--- src/rtl/cpu_status_reg.sv ---
`timescale 1ns/1ps
module cpu_status_reg #(
  parameter int W = 32
) (
  input  logic         clk,
  input  logic         rst_n,
  input  logic         wr_en,
  input  logic [W-1:0] wr_mask,
  input  logic [W-1:0] wr_data,
  output logic [W-1:0] rd_data,
  input  logic         exc_evt,
  input  logic         exc_is_ubrk,
  input  logic         irq_evt,
  input  logic         irq_req,
  input  logic [3:0]   irq_lvl,
  output logic         irq_accept,
  output logic         priv_mode,
  output logic         bank_sel,
  output logic         blk,
  output logic [3:0]   imask,
  output logic         rst_req
);
  localparam int PRIV_B = 30;
  localparam int BANK_B = 29;
  localparam int BLK_B  = 28;
  localparam int MASK_LO = 4;
  localparam logic [W-1:0] IMPL  = W'(32'h7000_83F3);
  localparam logic [W-1:0] RSTV  = W'(32'h7000_00F0);
  localparam logic [W-1:0] FORCE = (W'(1) << PRIV_B) | (W'(1) << BANK_B) | (W'(1) << BLK_B);

  logic [W-1:0] word_q, written, next_word;
  logic         escalate, entry;

  assign escalate = exc_evt && word_q[BLK_B] && !exc_is_ubrk;
  assign entry    = irq_evt || exc_evt;
  assign written  = wr_en ? ((word_q & ~wr_mask) | (wr_data & wr_mask)) : word_q;

  always_comb begin
    next_word = written & IMPL;
    if (entry) next_word = next_word | FORCE;
    if (escalate) next_word = word_q;
  end

  always_ff @(posedge clk or negedge rst_n) begin
    if (!rst_n) begin
      word_q  <= RSTV;
      rst_req <= 1'b0;
    end else begin
      word_q  <= next_word;
      rst_req <= escalate;
    end
  end

  assign rd_data    = word_q;
  assign priv_mode  = word_q[PRIV_B];
  assign bank_sel   = word_q[BANK_B];
  assign blk        = word_q[BLK_B];
  assign imask      = word_q[MASK_LO +: 4];
  assign irq_accept = irq_req && !blk && (irq_lvl > imask);

  p_rsvd_zero_r2: assert property (@(posedge clk) disable iff (!rst_n)
    (rd_data & ~IMPL) == '0);

  p_hold_r3: assert property (@(posedge clk) disable iff (!rst_n)
    (!wr_en && !exc_evt && !irq_evt) |=> $stable(rd_data));

  p_entry_sets_r4: assert property (@(posedge clk) disable iff (!rst_n)
    (irq_evt || (exc_evt && (!rd_data[BLK_B] || exc_is_ubrk))) |=> (rd_data[30:28] == 3'b111));

  p_accept_gate_r6: assert property (@(posedge clk) disable iff (!rst_n)
    irq_accept |-> (!blk && irq_req && (irq_lvl > imask)));

  p_escalate_r7: assert property (@(posedge clk) disable iff (!rst_n)
    (exc_evt && rd_data[BLK_B] && !exc_is_ubrk) |=> (rst_req && $stable(rd_data)));

  p_rstreq_cause_r7: assert property (@(posedge clk) disable iff (!rst_n)
    rst_req |-> $past(exc_evt && blk && !exc_is_ubrk));

  p_ubrk_no_reset_r8: assert property (@(posedge clk) disable iff (!rst_n)
    (exc_evt && exc_is_ubrk) |=> !rst_req);
endmodule

--- config.mk ---
export PLATFORM = sky130hd
export DESIGN_NAME = cpu_status_reg
export DESIGN_NICKNAME = d
export VERILOG_FILES = /design/src/rtl/cpu_status_reg.sv
export SDC_FILE = /design/constraint.sdc
export NUM_CORES = 1
export LEC_CHECK = 0
export BUFFER_PORTS_ARGS = -buffer_cell sky130_fd_sc_hd__clkbuf_2
export CORE_ASPECT_RATIO = 2
export CORE_MARGIN = 8
export CORE_UTILIZATION = 32
export DETAILED_ROUTE_END_ITERATION = 6
export GPL_TIMING_DRIVEN = 0
export PLACE_DENSITY = 0.83
export SLEW_MARGIN = 10
export SYNTH_ARGS = -nofsm -noshare
export SYNTH_HDL_FRONTEND = slang
export SYNTH_SLANG_ARGS = --single-unit
--- constraint.sdc ---
create_clock -name clk -period 2.19 [get_ports clk]
set_input_delay 0.657 -clock clk [delete_from_list [all_inputs] [get_ports clk]]
set_output_delay 0.657 -clock clk [all_outputs]
set_load 0.1 [all_outputs]
# == After elaboration in Yosys (flattened, before gate mapping) ==
# Index checks and enable logic that the tools add are counted.
# Widths: inputs -> output; s select.
# totals
word_cells,20
input_bits,75
output_inout_bits,41
reg_bits,32
# op_classes
n_reduce_logical,9
bitwise_logic,5
magnitude_cmp,1
n_mux,2
# op_table
op,n
$and 31x31->31,2
$mux 31,2
$not 31->31,1
$or 31x31->31,1
$gt 4x4->1,1
$logic_and 1x1->1,4
$logic_not 1->1,2
$reduce_and 2->1,1
$reduce_bool 2->1,1
$logic_or 1x1->1,1
$not 1->1,1

# == Longest topological paths before layout ==
# logic_depth
ltp_word,5
mapped_depth,5
mapped_depth_nobuf,5

# == Worst setup path before layout ==
# OpenSTA, ideal clock, no wires.
# synth_path
path_type,register to output
from,register (tool-made name)
to,output port irq_accept
stages_incl_launch_ff,6
required_ns,1.533
path_buffers,0
arrival_time_ns,2.906
slack_ns,-1.373
cell_sequence,dfstp_2 -> inv_1 -> ha_1 -> nor2b_1 -> o211ai_1 -> a21oi_1
# synth_lines
item,line,source
to (decl),16,"output logic irq_accept,"

==> reports/results.tsv <==
metric	value	unit
outcome	finished with violations	
failing checks	negative setup slack	
worst skew pair latency	0.24	ns
gr ovfl total	0	
dpl hpwl	2.26	mm
Clk pin slew, worst setup/hold paths	0.05	ns
required time of the critical path	1.53	ns
Residual DRC	0	
Post-synth EDFFs	0	
routability cong.	0.764	
CTS Sinks	13	
hold crit path type	in2async	
post-route ant nets	0	
final layout net count	249	
fmax	0.410	GHz
Ports	116	
Synth Register Bits	13	
top cells by area, synth	buf_4 22%, dfstp_2 20%, dfrtp_1 16%	
Pwr per Cell Area	938	nW/um^2
Clock Skews	0.00161	ns
CTS tree	built	
Worst Path Arrival	1.78	ns
Root Buffer	clkbuf_8	
Final Instance Area	1430	sq um
kind of critical path	reg2out	
synth warn	0	
maximum clock path buffer count	2	
GRT Util Overall	10.5	%
fillcell total	262	
dpl cells	193	
Startpoint Class	register	
via count	851	
Final period util	111	%
row cnt	27	
CP max FO	2	
Synth top area share	22.2	%
setup TNS	-0.249	ns
initial core utilization	33.4	%
fin cells	198	
cts-stage hold buffer count	0	
1st-pass router iterations	3	
largest net degree at the start of global routing	14	
initial antenna violation count	0	
MaxCap Viol Count	0	
Worst Tran Pin Value	0.555	ns
routed wire length	2.55	mm
first-pass GRT wire length	4.07	mm
Pleak	0.796	nW
Ant. Diodes	0	
Max VDD drop	0.500	mV
min cycle time layout	2.44	ns
Die H	91.6	um
Die ar.	4930	sq um
H-tree Lvls	1	
synth cell count leaders	27 x buf_4, 11 x nand3_1, 7 x dfstp_2	
share of cells above drive strength 1	65.7	%
Inserted Clock Buffers	3	
Slew Viols, Final	0	
syn avg cell area	10.2	sq um
CP endpoint kind	output port	
RSZ-0062 raised after global routing	true	
Area Overhead vs Synth	55.8	%
sequential-to-total area share from yosys stat	36.5	%
post-synth top area cell	buf_4	
Area after DPL	1320	sq um
Most used DFF post-synth	dfstp_2	
setup ws final	-0.249	ns
# setup viols final	1	
Synth cell types	20	
count leader, synth	buf_4	
number of global-route vias before repair	994	
worst relative slew slack	63.1	%
Final Hold Fails	0	
DIE WIDTH	53.8	um
Core ar.	2740	sq um
Mapped Area	915	sq um
Syn Inst Count	90	
post-synthesis async set-or-reset flop share	100	%
initial DRC count	8	
port bufs	55	
WL per Instance	12.9	um
Vias/cell	4.30	
==> worst paths after layout <==
kind / startpoint / endpoint / slack (ns) / depth (start not counted)
max: register / irq_accept / -0.25 / 6
min: rst_n / async pin / 0.30 / 1
max reg2reg: rd_data[28] / register / 0.81 / 4
min reg2reg: register / register / 0.51 / 1
max in group asynchronous: rst_n / async pin / 1.60 / 1
min in group clk: register / register / 0.51 / 1
==> critical path, cell delays in order (launching register included) <==
cell	delay [ns]
dfstp_4	0.61
inv_2	0.04
ha_4	0.21
nor2b_4	0.12
o211ai_1	0.26
a21oi_4	0.09
clkbuf_16	0.21
==> cell usage in the layout, fill, tap and decap left out <==
cell type  count
nor2b_4        1
o21ai_0        4
dfstp_4        3
dfstp_2        4
clkbuf_8       3
ha_4           2
buf_6          2
nand3b_1       1
nand2_1        3
inv_1          3
a21oi_1        2
a21oi_4        1
mux2_4         4
clkbuf_16      1
mux2_2         5
buf_2          1
ha_1           2
inv_2          2
nand3_1       11
nand3b_4       1
dfrtp_1        6
clkbuf_1       1
nor3_1         1
clkbuf_2      53
nand4_1        3
buf_4         28
o211ai_1       1
conb_1        20
==> metal layers <==
layer	vias up	track usage, %	share of wire (%)
li1	416	-	-
met1	380	10.1	34
met2	53	18.4	53
met3	2	4.25	13
met4	0	4.24	0.55
met5	-	0	0
==> metrics by stage <==
step | setup WS (ns) | total power [mW] | hold slack [ns] | utilization, %
final | -0.249 | 1.34 | 0.302 | 52.1
after global routing | -0.321 | 1.39 | 0.321 | 52.1
after CTS | -0.240 | 1.33 | 0.313 | 51.8
after detailed placement | -0.388 | 1.11 | 0.501 | 48.2
after global placement | -0.367 | 1.10 | 0.488 | 48.2
after floorplan | -0.424 | 0.997 | 0.361 | -
==> power breakdown <==
part           internal, mW  switching, mW
logic                 0.176          0.634
clock network         0.128         0.0783
registers             0.294         0.0262
==> cell families after synthesis <==
group,synth area share (%)
and+or+nand+nor,13.5
buffers and inverters,26.7
adders and majority gates,5.47
muxes,12.7
AOI/OAI and AO/OA,4.65
DFF,36.5
other,0.410
==> layout make-up <==
| type | instances | area, sq um | area share [%] |
|---|---|---|---|
| plain buffers | 29 | 225 | 15.8 |
| clock buffers | 4 | 45.0 | 3.16 |
| inverters | 5 | 18.8 | 1.32 |
| multi-input cells | 62 | 452 | 31.7 |
| flip-flops and latches | 13 | 345 | 24.2 |
| well taps | 29 | 36.3 | 2.55 |
| repair buffers | 56 | 303 | 21.2 |
==> timing repair <==
item                       in CTS  in global routing
setup endpoints to repair       1                  2
setup buffers                   1                  0
resized for setup               5                  2
pin swaps                       3                  0
No activity file was read; power rests on OpenSTA's default activity.
